$ cat src/rtl/timer_split_pkg.sv
package timer_split_pkg;

    typedef enum logic [1:0] {
        EXT_DIV12 = 2'b00,
        EXT_RTC8  = 2'b01,
        EXT_NONE  = 2'b10,
        EXT_CMP   = 2'b11
    } ext_sel_e;

    // Bit order matches the control word: bit 0 run_hi ... bit 6 lo_irq_en
    typedef struct packed {
        logic     lo_irq_en;
        logic     irq_en;
        ext_sel_e ext_sel;
        logic     lo_sys;
        logic     hi_sys;
        logic     run_hi;
    } ctrl_t;

    typedef struct packed {
        logic sys;
        logic div12;
        logic rtc8;
        logic cmp;
    } tick_src_t;

    localparam logic [1:0] ADDR_CTRL   = 2'd0;
    localparam logic [1:0] ADDR_RLD_LO = 2'd1;
    localparam logic [1:0] ADDR_RLD_HI = 2'd2;
    localparam logic [1:0] ADDR_CLR    = 2'd3;

    localparam int CTRL_W = $bits(ctrl_t);

    function automatic logic pick_tick(logic use_sys, ext_sel_e sel, tick_src_t s);
        if (use_sys) return s.sys;
        case (sel)
            EXT_DIV12: return s.div12;
            EXT_RTC8:  return s.rtc8;
            EXT_CMP:   return s.cmp;
            default:   return 1'b0;
        endcase
    endfunction

endpackage

$ cat src/rtl/tsr_sync_edge.sv
module tsr_sync_edge #(
    parameter int STAGES = 2
) (
    input  logic clk,
    input  logic rst,
    input  logic din,
    output logic rise
);
    logic [STAGES:0] pipe_q;

    always_ff @(posedge clk) begin
        if (rst) pipe_q <= '0;
        else     pipe_q <= {pipe_q[STAGES-1:0], din};
    end

    assign rise = pipe_q[STAGES-1] & ~pipe_q[STAGES];
endmodule

$ cat src/rtl/tsr_prescaler.sv
module tsr_prescaler
    import timer_split_pkg::*;
#(
    parameter int SYS_DIV     = 12,
    parameter int RTC_DIV     = 8,
    parameter int SYNC_STAGES = 2
) (
    input  logic      clk,
    input  logic      rst,
    input  logic      rtc_in,
    input  logic      cmp_in,
    output tick_src_t src
);
    localparam int SW = $clog2(SYS_DIV);
    localparam int RW = $clog2(RTC_DIV);
    localparam logic [SW-1:0] SYS_LAST = SW'(SYS_DIV - 1);
    localparam logic [RW-1:0] RTC_LAST = RW'(RTC_DIV - 1);

    logic [SW-1:0] sys_cnt_q;
    logic [RW-1:0] rtc_cnt_q;
    logic          rtc_rise;
    logic          cmp_rise;

    tsr_sync_edge #(.STAGES(SYNC_STAGES)) u_rtc_sync (
        .clk(clk), .rst(rst), .din(rtc_in), .rise(rtc_rise)
    );

    tsr_sync_edge #(.STAGES(SYNC_STAGES)) u_cmp_sync (
        .clk(clk), .rst(rst), .din(cmp_in), .rise(cmp_rise)
    );

    always_ff @(posedge clk) begin
        if (rst)                        sys_cnt_q <= '0;
        else if (sys_cnt_q == SYS_LAST) sys_cnt_q <= '0;
        else                            sys_cnt_q <= sys_cnt_q + 1'b1;
    end

    always_ff @(posedge clk) begin
        if (rst) rtc_cnt_q <= '0;
        else if (rtc_rise) begin
            if (rtc_cnt_q == RTC_LAST) rtc_cnt_q <= '0;
            else                       rtc_cnt_q <= rtc_cnt_q + 1'b1;
        end
    end

    always_comb begin
        src.sys   = 1'b1;
        src.div12 = (sys_cnt_q == SYS_LAST);
        src.rtc8  = rtc_rise && (rtc_cnt_q == RTC_LAST);
        src.cmp   = cmp_rise;
    end
endmodule

$ cat src/rtl/tsr_half.sv
module tsr_half #(
    parameter int W = 8
) (
    input  logic         clk,
    input  logic         rst,
    input  logic         tick,
    input  logic [W-1:0] reload,
    output logic [W-1:0] cnt,
    output logic         wrap
);
    logic [W-1:0] cnt_q;

    assign wrap = tick && (cnt_q == {W{1'b1}});

    always_ff @(posedge clk) begin
        if (rst)       cnt_q <= '0;
        else if (wrap) cnt_q <= reload;
        else if (tick) cnt_q <= cnt_q + 1'b1;
    end

    assign cnt = cnt_q;
endmodule

$ cat src/rtl/split_reload_timer.sv
module split_reload_timer
    import timer_split_pkg::*;
#(
    parameter int CNT_W       = 8,
    parameter int SYS_DIV     = 12,
    parameter int RTC_DIV     = 8,
    parameter int SYNC_STAGES = 2
) (
    input  logic             clk,
    input  logic             rst,
    input  logic             rtc_in,
    input  logic             cmp_in,
    input  logic             wr_en,
    input  logic [1:0]       wr_addr,
    input  logic [CNT_W-1:0] wr_data,
    output logic [CNT_W-1:0] cnt_lo,
    output logic [CNT_W-1:0] cnt_hi,
    output logic             flag_lo,
    output logic             flag_hi,
    output logic             irq
);
    localparam int HALVES = 2;

    ctrl_t                         ctrl_q;
    tick_src_t                     src;
    logic [HALVES-1:0]             tick_v;
    logic [HALVES-1:0]             wrap_v;
    logic [HALVES-1:0]             flag_v;
    logic [HALVES-1:0][CNT_W-1:0]  cnt_v;
    logic [HALVES-1:0][CNT_W-1:0]  reload_v;

    always_ff @(posedge clk) begin
        if (rst) ctrl_q <= '0;
        else if (wr_en && wr_addr == ADDR_CTRL) ctrl_q <= ctrl_t'(wr_data[CTRL_W-1:0]);
    end

    tsr_prescaler #(
        .SYS_DIV(SYS_DIV), .RTC_DIV(RTC_DIV), .SYNC_STAGES(SYNC_STAGES)
    ) u_pre (
        .clk(clk), .rst(rst), .rtc_in(rtc_in), .cmp_in(cmp_in), .src(src)
    );

    // Index 0 is the low half, index 1 the high half
    for (genvar h = 0; h < HALVES; h++) begin : g_half
        localparam bit IS_HI = (h == 1);
        localparam logic [1:0] RLD_ADDR = IS_HI ? ADDR_RLD_HI : ADDR_RLD_LO;

        logic [CNT_W-1:0] reload_q;
        logic             flag_q;
        logic             use_sys;
        logic             gate;

        assign use_sys   = IS_HI ? ctrl_q.hi_sys : ctrl_q.lo_sys;
        assign gate      = IS_HI ? ctrl_q.run_hi : 1'b1;
        assign tick_v[h] = gate & pick_tick(use_sys, ctrl_q.ext_sel, src);

        always_ff @(posedge clk) begin
            if (rst) reload_q <= '0;
            else if (wr_en && wr_addr == RLD_ADDR) reload_q <= wr_data;
        end

        always_ff @(posedge clk) begin
            if (rst)                                           flag_q <= 1'b0;
            else if (wrap_v[h])                                flag_q <= 1'b1;
            else if (wr_en && wr_addr == ADDR_CLR && wr_data[h]) flag_q <= 1'b0;
        end

        assign reload_v[h] = reload_q;
        assign flag_v[h]   = flag_q;

        tsr_half #(.W(CNT_W)) u_half (
            .clk(clk), .rst(rst), .tick(tick_v[h]), .reload(reload_q),
            .cnt(cnt_v[h]), .wrap(wrap_v[h])
        );
    end

    assign cnt_lo  = cnt_v[0];
    assign cnt_hi  = cnt_v[1];
    assign flag_lo = flag_v[0];
    assign flag_hi = flag_v[1];
    assign irq     = ctrl_q.irq_en & (flag_v[1] | (ctrl_q.lo_irq_en & flag_v[0]));
endmodule

$ cat config.mk
export PLATFORM = sky130hd
export DESIGN_NAME = split_reload_timer
export DESIGN_NICKNAME = d
export VERILOG_FILES = /design/src/rtl/timer_split_pkg.sv /design/src/rtl/tsr_sync_edge.sv /design/src/rtl/tsr_prescaler.sv /design/src/rtl/tsr_half.sv /design/src/rtl/split_reload_timer.sv
export SDC_FILE = /design/constraint.sdc
export NUM_CORES = 1
export LEC_CHECK = 0
export BUFFER_PORTS_ARGS = -buffer_cell sky130_fd_sc_hd__clkbuf_2
export CAP_MARGIN = 20
export CORE_MARGIN = 1
export CORE_UTILIZATION = 50
export CTS_BUF_LIST = sky130_fd_sc_hd__clkbuf_8
export DETAILED_ROUTE_END_ITERATION = 12
export PLACE_DENSITY = 0.71
export RECOVER_POWER = 100
export SLEW_MARGIN = 5
export SYNTH_ARGS = -nofsm -noshare
export SYNTH_HDL_FRONTEND = slang
export SYNTH_SLANG_ARGS = --single-unit
$ cat constraint.sdc
create_clock -name clk -period 3.4 [get_ports clk]
set_input_delay 0.68 -clock clk [delete_from_list [all_inputs] [get_ports clk]]
set_output_delay 0.68 -clock clk [all_outputs]
set_load 0.03 [all_outputs]
# Word level (Yosys, flattened, before mapping)
# Index checks and enable logic that the tools add are counted.
totals:
  ff_bits: 54
  input_bits: 15
  out_inout_bits: 19
  word_cells: 69
op_classes:
  n_addsub: 4
  eq_ne: 9
  muxes: 16
  bitwise: 8
  n_reduce_logical: 16
ops:
  columns: ["operator", "count"]
  rows:
  - ["8-bit two-way mux", 4]
  - ["8-bit by 1-bit adder with 8-bit output (second input constant)", 2]
  - ["8-bit equality test (second input constant)", 2]
  - ["1-bit two-way mux", 10]
  - ["1-bit logical AND", 9]
  - ["2-bit nonzero test", 4]
  - ["2-bit equality test (second input constant)", 3]
  - ["1-bit AND", 5]
  - ["4-bit by 1-bit adder with 4-bit output (second input constant)", 1]
  - ["2-bit by 1-bit equality test with 1-bit output (second input constant)", 2]
  - ["4-bit equality test (second input constant)", 1]
  - ["2-bit logical NOT", 2]
  - ["3-bit by 1-bit adder with 3-bit output (second input constant)", 1]
  - ["3-bit equality test (second input constant)", 1]
  - ["3-bit two-way mux", 1]
  - ["1-bit case mux with 3 select lines", 1]
  - ["1-bit inverter", 2]
  - ["2-bit OR reduction", 1]
  - ["1-bit bitwise OR", 1]

# Longest topological paths before layout
# Gate-level depths: netlist of the first run.
logic_depth:
  word_depth: 8
  ltp_mapped: 7
  depth_no_buf: 6

# Modules after synthesis
# A second synthesis of the first run with hierarchy kept.
hier_totals:
  cells_unflattened: 246
  hier_area_um2: 2407.3
by_module_without_submodules:
  columns: ["module", "n_inst", "cells_per_inst", "area_per_inst_um2", "seq_area_each_um2"]
  rows:
  - ["split_reload_timer", 1, 96, 982.2, 500.5]
  - ["tsr_half", 2, 51, 454.2, 160.2]
  - ["tsr_prescaler", 1, 34, 341.6, 140.1]
  - ["tsr_sync_edge", 2, 7, 87.6, 60.1]

# Worst setup path after synthesis of the first run
# Ideal clock, no wire load.
synth_path:
  kind: "reg2out"
  from: "register g_half[0].flag_q (netlist: flag_lo)"
  to: "output irq"
  t_arrival_ns: 1.060
  required_ns: 2.720
  setup_slack_ns: 1.660
  path_stages_with_launch: 3
  n_path_buf: 0
  path_cell_list: "dfxtp_1 -> a21oi_1 -> nor2b_1"
synth_between:
  elab_chain_cells: 3
synth_rtl:
  columns: ["element", "line_no", "rtl"]
  rows:
  - ["from (decl)", "split_reload_timer.sv:49", "logic flag_q;"]
  - ["from (signal assigned)", "split_reload_timer.sv:63", "if (rst) flag_q <= 1'b0;"]
  - ["from (signal assigned)", "split_reload_timer.sv:64", "else if (wrap_v[h]) flag_q <= 1'b1;"]
  - ["from (signal assigned)", "split_reload_timer.sv:65", "else if (wr_en && wr_addr == ADDR_CLR && wr_data[h]) flag_q <= 1'b0;"]
  - ["1-bit AND", "split_reload_timer.sv:81", "assign irq = ctrl_q.irq_en & (flag_v[1] | (ctrl_q.lo_irq_en & flag_v[0]));"]
  - ["1-bit bitwise OR", "split_reload_timer.sv:81", null]
  - ["1-bit AND", "split_reload_timer.sv:81", null]
  - ["to (decl)", "split_reload_timer.sv:20", "output logic irq"]
# No other way between the ends.

# Worst setup path after layout of the first run
layout_path:
  from: "input rst"
  to: "register g_half[1].reload_q[6]"
layout_lines:
  columns: ["element", "line_no", "rtl"]
  rows:
  - ["from (decl)", "split_reload_timer.sv:10", "input logic rst,"]
  - ["to (signal assigned)", "split_reload_timer.sv:59", "else if (wr_en && wr_addr == RLD_ADDR) reload_q <= wr_data;"]
  - ["to (decl)", "split_reload_timer.sv:48", "logic [CNT_W-1:0] reload_q;"]
# No word-level cell between the ends.

==> impl_metrics.ini, run 1 <==
[status]
status = finished clean

[die]
initial_utilization_pct = 53.52
die_w_um = 74.04
placeableCoreArea_sq_mm = 0.004848
pin_count = 34
std_cell_rows = 25
chipHeight_um = 74.04
design.die.area_sq_mm = 0.005482

[cts]
clock_tree_buf_depth = 2
cts_max_level = 2
cts_buffers = 5
clock_pin_slew_worst_setup_and_hold_paths_ns = 0.09
cts.sink_count = 54
cts_tree = done
holdBufCountCts = 0
ctsResizeCount = 0
source_to_sink_clock_delay_at_the_later_pin_of_the_worst_skew_pair_ns = 0.31
post-cts-setup-buffer-count = 0
clock_tree.root_cell = clkbuf_8

[sta]
fin_crit_sh_pct = 62.60
final_setup_viols = 0
rsz_0062_raised_after_global_routing = false
min_period_ns = 2.129
slew_violations = 0
finalHoldViolCount = 0
worst_pin_slew_ns = 1.476
worst_rel_slew_slack_pct = 1.627
final.setup_skew_ns = 0.01019
tns_ns = 0
layout_setup_ws_ns = 1.271
max_freq_mhz = 469.8

[power]
p_clk_share_pct = 32.5
power.static_leakage_uw = 0.001138
internal-power_uw = 847.9
share_comb_of_total_power_pct = 7.6
seqPwrFrac_pct = 59.9
power.net_switching_uw = 265.1
power_switching_share_pct = 23.82
vdd.ir_drop.worst_v = 0.0002825
cellPowerDensity_mw_per_mm2 = 395.5

[drt]
drt_iter0_drc = 115
drc = 0
vias = 2066
first_pass_iters = 4
drtAntennaViolNets = 0
avgRoutedWirePerCell_um = 15.04
viasPerCell = 5.584
routed_wirelength_mm = 5.566

[placement]
placement_stage_worst_setup_slack_ns = 1.320
dpl.hpwl_mm = 3.987
port_buffers = 33
routability_cong = 0.7711

[global_routing]
grt_max_degree = 35
grt_remaining_overflow = 0
grt_pass1_vias = 1846
grt_util_all_layers_pct = 21.95
grt_pass1_wl_mm = 9.108
grt_antenna_before_repair = 0

[critical_path]
startpoint_type = primary input
critical_path.max_fanout = 34
worst_setup_path_end_kind = flop
cp.required_ns = 3.59
data_arrival_time_of_the_worst_path_ns = 2.31
timing_worst_setup_path_type = primary input to flop
setup.reg_to_reg.worst_slack_ns = 1.36

[final_layout]
number_of_diodes_added_for_antenna_fixing = 0
mostFrequentLayoutCell = dfxtp_1
fin_util_pct = 58.04
layout.nets = 322
layout_common_cells = dfxtp_1, nor2_1, mux2i_1
layout-area-overhead-vs-synth_pct = 8.438
layout-drive-gt1-share_pct = 10.89

[synth]
synth_seq_cells = 54
ys_async_sr_fraction_pct = 0
synth.avg_cell_area_sq_um = 9.334
synth-edff-count = 0
ys.warnings.count = 0
netlist_area_sq_mm = 0.002595
netlist_instances = 278
synthFlopType = dfxtp_1
net_count_after_synthesis = 298
synth_sequential_area_ratio_pct = 41.66
synth.distinct_cells = 47

[run]
max_cap_viol_count = 0

[hold_path]
worstHoldPathType = flop to flop
-- synthesized netlist by cell type, types with 3 or more instances --
cell type | instances | area, sq um
a21o_1 | 3 | 22.52
a21oi_1 | 13 | 65.06
a221oi_2 | 4 | 60.06
a2bb2oi_1 | 3 | 26.28
a31oi_1 | 4 | 25.02
and3_1 | 8 | 50.05
buf_2 | 7 | 35.03
clkbuf_1 | 8 | 30.03
dfxtp_1 | 54 | 1081
ha_1 | 5 | 62.56
inv_1 | 6 | 22.52
mux2_1 | 3 | 33.78
mux2i_1 | 28 | 280.3
nand2_1 | 17 | 63.81
nand2b_1 | 4 | 25.02
nand3_1 | 9 | 45.04
nor2_1 | 35 | 131.4
nor2b_1 | 12 | 75.07
nor3_1 | 4 | 20.02
nor3b_1 | 5 | 37.54
o2111ai_1 | 3 | 26.28
o211ai_1 | 6 | 45.04
o21ai_1 | 4 | 20.02
o32ai_1 | 4 | 35.03
-- per-stage QoR --
stage	instance area [sq um]	hold WS (ns)	std cells	total power, uW
after floorplan	2595	0.4138	278	737.6
after global placement	2766	0.4258	362	764.4
after detailed placement	2766	0.4204	362	767.5
after CTS	2858	0.4413	370	1125
after global routing	2814	0.4547	370	1164
final	2814	0.4394	370	1113
-- cells by family (layout without fill, tap and decap cells) --
kind of cell	after synthesis	after routing	synth area share [%]
simple gates	108	108	21.75
compound gates	55	55	17.31
flops	54	54	41.66
mux	31	31	12.10
buf+inv	24	49	4.435
fa+ha+maj	5	5	2.411
xor+xnor	1	1	0.3376
-- routing by layer --
metal / GRT usage (%) / up-vias / wire length (um)
met2: 34.95 / 34 / 2672
met3: 4.336 / 5 / 181
met5: 0 / - / 0
met1: 30.46 / 976 / 2661
li1: - / 1051 / -
met4: 5.769 / 0 / 51
-- path summary, 6_finish.rpt --
path | startpoint | to | depth (start not counted)
worst min register to register | u_pre.u_cmp_sync.pipe_q[0] | u_pre.u_cmp_sync.pipe_q[1] | 1
worst max-delay path | rst | g_half[1].reload_q[6] | 3
worst max register to register | u_pre.rtc_cnt_q[0] | g_half[1].u_half.cnt[7] | 6
worst min-delay path | u_pre.u_cmp_sync.pipe_q[0] | u_pre.u_cmp_sync.pipe_q[1] | 1
-- area by class of cell --
type                            count  area [sq um]
Inverter                            6         22.52
Sequential cell                    54          1081
Timing Repair Buffer               35         155.1
Clock inverter                      2         8.758
Clock buffer                        6         82.58
Multi-Input combinational cell    200          1380
Tap cell                           67         83.83
Fill cell                         453          2034
-- critical path, cell delays in order --
cell and delay [ns]:
clkbuf_1 1.05, buf_4 0.48, nor2_1 0.10
-- power by group through the flow --
stage	clock (uW)	combinational, uW	sequential [uW]
6_report	362	84.8	666
5_1_grt	401	93.5	670
4_1_cts	372	86.4	667
3_5_place_dp	0	86.1	681
3_3_place_gp	0	83.8	681
2_1_floorplan	0	56.6	681
-- state kept, by name, summed over array words and instances, names as in the netlist --
signal                   cells
u_pre.sys_cnt_q              4
g_half.use_sys               2
g_half.u_half.cnt           16
ctrl_q                       4
u_pre.u_rtc_sync.pipe_q      3
u_pre.rtc_cnt_q              3
flag_lo                      1
flag_hi                      1
g_half.gate                  1
u_pre.u_cmp_sync.pipe_q      3
g_half.reload_q             16
No activity file was read; power rests on OpenSTA's default activity.
==> inputs of run 2 (changes only) <==
--- a/config.mk
+++ b/config.mk
@@ -5,13 +5,14 @@
 export SDC_FILE = /design/constraint.sdc
 export NUM_CORES = 1
 export LEC_CHECK = 0
+export ABC_AREA = 1
 export BUFFER_PORTS_ARGS = -buffer_cell sky130_fd_sc_hd__clkbuf_2
 export CAP_MARGIN = 20
 export CORE_MARGIN = 1
 export CORE_UTILIZATION = 50
 export CTS_BUF_LIST = sky130_fd_sc_hd__clkbuf_8
 export DETAILED_ROUTE_END_ITERATION = 12
-export PLACE_DENSITY = 0.71
+export PLACE_DENSITY = 0.74
 export RECOVER_POWER = 100
 export SLEW_MARGIN = 5
 export SYNTH_ARGS = -nofsm -noshare
==> constraint.sdc (replaced) <==
create_clock -name clk -period 1.8 [get_ports clk]
set_input_delay 0.36 -clock clk [delete_from_list [all_inputs] [get_ports clk]]
set_output_delay 0.36 -clock clk [all_outputs]
set_load 0.03 [all_outputs]
==> impl_metrics.ini, run 2 <==
[status]
status = finished clean

[cts]
clock_pin_slew_worst_setup_and_hold_paths_ns = 0.10
cts_tree = done
ctsResizeCount = 0
clock_tree_buf_depth = 2
cts_buffers = 5
clock_tree.root_cell = clkbuf_8
cts.sink_count = 54
source_to_sink_clock_delay_at_the_later_pin_of_the_worst_skew_pair_ns = 0.31
cts_max_level = 2
post-cts-setup-buffer-count = 0
holdBufCountCts = 0

[synth]
ys.warnings.count = 0
ys_async_sr_fraction_pct = 0
yosysTopAreaCell = dfxtp_1
synth_area_leaders = dfxtp_1, nor2_1, o21ai_0
netlist_area_sq_mm = 0.002467
synth.top_cell.area_share_pct = 43.81
yosysMostFrequentCell = nor2_1
synth_seq_cells = 54
synthFlopType = dfxtp_1
net_count_after_synthesis = 346
synth.avg_cell_area_sq_um = 7.569
synth.distinct_cells = 37
synth-edff-count = 0
netlist_instances = 326
synth_sequential_area_ratio_pct = 43.81
synth.top_cells.by_count = nor2_1, dfxtp_1, inv_1

[hold_path]
worstHoldPathType = primary input to flop

[power]
power_switching_share_pct = 24.12
p_clk_share_pct = 35.5
share_comb_of_total_power_pct = 8.4
seqPwrFrac_pct = 56.1
internal-power_uw = 1718
power.static_leakage_uw = 0.001145
power.net_switching_uw = 546.0
vdd.ir_drop.worst_v = 0.0004012
cellPowerDensity_mw_per_mm2 = 813.4

[placement]
placed_cells_incl_taps = 422
detailed_place.area_sq_mm = 0.002701
port_buffers = 33
dpl.hpwl_mm = 3.800
routability_cong = 0.8902

[sta]
rsz_0062_raised_after_global_routing = false
final_setup_viols = 0
fin_crit_sh_pct = 90.96
slew_violations = 0
finalHoldViolCount = 0
max_freq_mhz = 610.8
final.setup_skew_ns = 0.006922
min_period_ns = 1.637
worst_rel_slew_slack_pct = 48.76
worst_pin_slew_ns = 0.7685
tns_ns = 0

[final_layout]
number_of_diodes_added_for_antenna_fixing = 0
layout.nets = 383
mostFrequentLayoutCell = nor2_1
layout_common_cells = nor2_1, dfxtp_1, inv_1
post_layout_nonfiller_instances = 431
layout-drive-gt1-share_pct = 12.36
postLayoutCellArea_sq_mm = 0.002783
filler_cell_count = 470
layout-area-overhead-vs-synth_pct = 12.78

[drt]
drc = 0
wl_met3_um = 333
routed_wirelength_mm = 5.368
drt_iter0_drc = 98
wl_met2_mm = 2.559
vias = 2175
route.layer.met1.wl_mm = 2.370
drtAntennaViolNets = 0
viasPerCell = 5.046
avgRoutedWirePerCell_um = 12.45
first_pass_iters = 4
topRoutingLayerUsed = met4

[critical_path]
worst_setup_path_end_kind = flop
startpoint_type = flop
cp.required_ns = 1.96
timing_worst_setup_path_type = flop to flop
critical_path.max_fanout = 11
data_arrival_time_of_the_worst_path_ns = 1.80

[die]
placeableCoreArea_sq_mm = 0.004723
std_cell_rows = 25
chipHeight_um = 72.25
design.die.area_sq_mm = 0.005219
initial_utilization_pct = 52.24
die_w_um = 72.25
pin_count = 34

[global_routing]
grt_remaining_overflow = 0
grt_util_all_layers_pct = 21.74
grt_pass1_wl_mm = 8.838
grt_max_degree = 40
grt_antenna_before_repair = 0
grt_pass1_vias = 2016

[run]
max_cap_viol_count = 0
-- run 2: layer usage --
layer | vias to the layer above | GRT usage, %
met3 | 12 | 5.139
met5 | - | 0
met2 | 55 | 36.24
met4 | 0 | 6.972
met1 | 984 | 27.80
li1 | 1124 | -
-- run 2: power by group through the flow --
| stage | Clock, uW | Combinational (uW) | Sequential [uW] |
|---|---|---|---|
| 2_1_floorplan | 0 | 119 | 1300 |
| 3_3_place_gp | 0 | 187 | 1300 |
| 3_5_place_dp | 0 | 192 | 1300 |
| 4_1_cts | 818 | 192 | 1270 |
| 5_1_grt | 866 | 216 | 1280 |
| 6_report | 804 | 190 | 1270 |
-- run 2: cells by family after synthesis --
group                    after synthesis  synth area share, %
AND/OR/NAND/NOR                      136                26.98
AO/OA/AOI/OAI                         70                15.06
buffers and inverters                 55                9.482
flip-flops                            54                43.81
XOR/XNOR                               6                2.130
adder cells (fa/ha/maj)                5                2.535
-- run 2: worst max-delay path, stage by stage (launching register included) --
cell and delay [ns]:
dfxtp_1 0.33, ha_1 0.21, ha_1 0.21, nand3_2 0.15, nand4_4 0.20, nand2_2 0.18, nand3_1 0.08, nand2_1 0.07
a21oi_1 0.06
-- run 2: metrics by stage --
step / util [%] / setup slack (ns) / total power [uW] / hold slack [ns]
floorplan: - / 0.1966 / 1423 / 0.3883
global placement: 57.19 / 0.2243 / 1482 / 0.3894
detailed placement: 57.19 / 0.1390 / 1489 / 0.3928
CTS: 59.52 / 0.1169 / 2280 / 0.2216
global route: 58.91 / 0.01385 / 2358 / 0.2390
finish: 58.91 / 0.1627 / 2264 / 0.2256
-- run 2: cell type report --
cell class              count  area, sq um  share of cell area, %
repair buffers             38        172.7                  6.205
clock inverters             3        41.29                  1.484
flip-flops and latches     54         1081                  38.85
well taps                  67        83.83                  3.013
inverters                  46        178.9                  6.430
clock buffers               5        68.82                  2.473
multi-input cells         218         1156                  41.55
-- run 2: worst paths after layout --
check,startpoint,cells past startpoint,slack (ns),to
max,u_pre.rtc_cnt_q[0],8,0.16,g_half[0].u_half.cnt[7]
min reg2reg,u_pre.u_rtc_sync.pipe_q[0],2,0.41,u_pre.u_rtc_sync.pipe_q[1]
max reg2reg,u_pre.rtc_cnt_q[0],8,0.16,g_half[0].u_half.cnt[7]
min,rtc_in,3,0.23,u_pre.u_rtc_sync.pipe_q[0]
==> inputs of run 3 (changes only) <==
--- a/config.mk
+++ b/config.mk
@@ -8,9 +8,7 @@
 export ABC_AREA = 1
 export BUFFER_PORTS_ARGS = -buffer_cell sky130_fd_sc_hd__clkbuf_2
 export CAP_MARGIN = 20
-export CORE_MARGIN = 1
 export CORE_UTILIZATION = 50
-export CTS_BUF_LIST = sky130_fd_sc_hd__clkbuf_8
 export DETAILED_ROUTE_END_ITERATION = 12
 export PLACE_DENSITY = 0.74
 export RECOVER_POWER = 100
==> impl_metrics.ini, run 3 (same netlist as run 2, synthesis figures left out) <==
[global_routing]
grt_max_degree = 40
grt_antenna_before_repair = 0
grt_remaining_overflow = 0
grt_pass1_vias = 2016
grt_util_all_layers_pct = 21.74
grt_pass1_wl_mm = 8.838

[final_layout]
layout-area-overhead-vs-synth_pct = 12.78
postLayoutCellArea_sq_mm = 0.002783
fin_util_pct = 58.91
filler_cell_count = 470
layout.nets = 383
layout_common_cells = nor2_1, dfxtp_1, inv_1
number_of_diodes_added_for_antenna_fixing = 0
mostFrequentLayoutCell = nor2_1
layout-drive-gt1-share_pct = 12.36

[cts]
cts.sink_count = 54
cts_max_level = 2
post-cts-setup-buffer-count = 0
cts_buffers = 5
ctsResizeCount = 0
cts_tree = done
clock_pin_slew_worst_setup_and_hold_paths_ns = 0.10
source_to_sink_clock_delay_at_the_later_pin_of_the_worst_skew_pair_ns = 0.31
clock_tree_buf_depth = 2
holdBufCountCts = 0
clock_tree.root_cell = clkbuf_8

[die]
design.die.area_sq_mm = 0.005219
chipHeight_um = 72.25
pin_count = 34
placeableCoreArea_sq_mm = 0.004723
die_w_um = 72.25
initial_utilization_pct = 52.24
std_cell_rows = 25

[drt]
routed_wirelength_mm = 5.368
vias = 2175
viasPerCell = 5.046
first_pass_iters = 4
avgRoutedWirePerCell_um = 12.45
drc = 0
drtAntennaViolNets = 0
drt_iter0_drc = 98

[power]
power.static_leakage_uw = 0.001141
vdd.ir_drop.worst_v = 0.0004012
cellPowerDensity_mw_per_mm2 = 815.2

[sta]
tns_ns = 0
min_period_ns = 1.637
slew_violations = 0
fin_crit_sh_pct = 90.96
final_setup_viols = 0
finalHoldViolCount = 0
final.setup_skew_ns = 0.006503
worst_pin_slew_ns = 0.7685
rsz_0062_raised_after_global_routing = false
worst_rel_slew_slack_pct = 48.76
max_freq_mhz = 610.8

[run]
max_cap_viol_count = 0

[critical_path]
startpoint_type = flop
critical_path.top_delay_family = simple AND/OR/NAND/NOR gates
max_stage_delay_ns = 0.33
data_arrival_time_of_the_worst_path_ns = 1.80
critical_path.max_fanout = 11
critPathBufInv = 0
cp.required_ns = 1.96
worst_path_cell_trace = ha_1 > ha_1 > nand3_2 > nand4_4 > nand2_2 > nand3_1 > nand2_1 > a21oi_1
timing.critical_path.slowest_stage_cell = dfxtp_1
worst_setup_path_end_kind = flop
timing_worst_setup_path_type = flop to flop
crit_path_frequent_cell = ha_1

[status]
status = finished clean

[placement]
dpl.hpwl_mm = 3.800
port_buffers = 33
routability_cong = 0.8902
detailed_place.area_sq_mm = 0.002701

[hold_path]
worstHoldPathType = primary input to flop
-- run 3: cell types whose count changed in the layout (fill, tap and decap cells not counted), sizes merged --
| cell | previous run | this run |
|---|---|---|
| inv | 44 | 43 |
| clkbuf | 39 | 40 |
-- run 3: power by group --
part           switching (uW)  total, uW  leakage [uW]  internal (uW)
sequential               28.4       1270      0.000440           1240
combinational             123        190      0.000649           66.4
clock                     394        809     0.0000514            415
-- run 3: path summary, 6_finish.rpt --
| kind | endpoint | startpoint | slack [ns] | cells after the start |
|---|---|---|---|---|
| hold reg to reg | u_pre.u_rtc_sync.pipe_q[1] | u_pre.u_rtc_sync.pipe_q[0] | 0.41 | 2 |
| setup reg to reg | g_half[0].u_half.cnt[7] | u_pre.rtc_cnt_q[0] | 0.16 | 8 |
| hold / removal | u_pre.u_rtc_sync.pipe_q[0] | rtc_in | 0.23 | 3 |
| setup / recovery | g_half[0].u_half.cnt[7] | u_pre.rtc_cnt_q[0] | 0.16 | 8 |
-- run 3: worst reg2reg max path, stage by stage, from the launching register on --
cell	delay, ns
dfxtp_1	0.33
ha_1	0.21
ha_1	0.21
nand3_2	0.15
nand4_4	0.20
nand2_2	0.18
nand3_1	0.08
nand2_1	0.07
a21oi_1	0.06
-- run 3: layer usage --
layer,vias to the layer above,track usage (%),routed length [um]
met5,-,0,0
met4,0,6.972,105
met3,12,5.139,333
met2,55,36.24,2559
met1,984,27.80,2369
li1,1124,-,-
-- run 3: through the flow --
step           hold slack, ns  instances  setup slack [ns]  power [uW]
2_1_floorplan          0.3883        326            0.1966        1423
3_3_place_gp           0.3894        422            0.2243        1482
3_5_place_dp           0.3928        422            0.1390        1489
4_1_cts                0.2216        430            0.1169        2285
5_1_grt                0.2390        431           0.01385        2364
6_report               0.2256        431            0.1627        2268
-- run 3: cell type report --
| class | instances | area (sq um) | area share [%] |
|---|---|---|---|
| flip-flops and latches | 54 | 1081 | 38.85 |
| clock buffers | 6 | 72.57 | 2.608 |
| inverters | 46 | 178.9 | 6.430 |
| repair buffers | 38 | 172.7 | 6.205 |
| multi-input cells | 218 | 1156 | 41.55 |
| well taps | 67 | 83.83 | 3.013 |
| clock inverters | 2 | 37.54 | 1.349 |
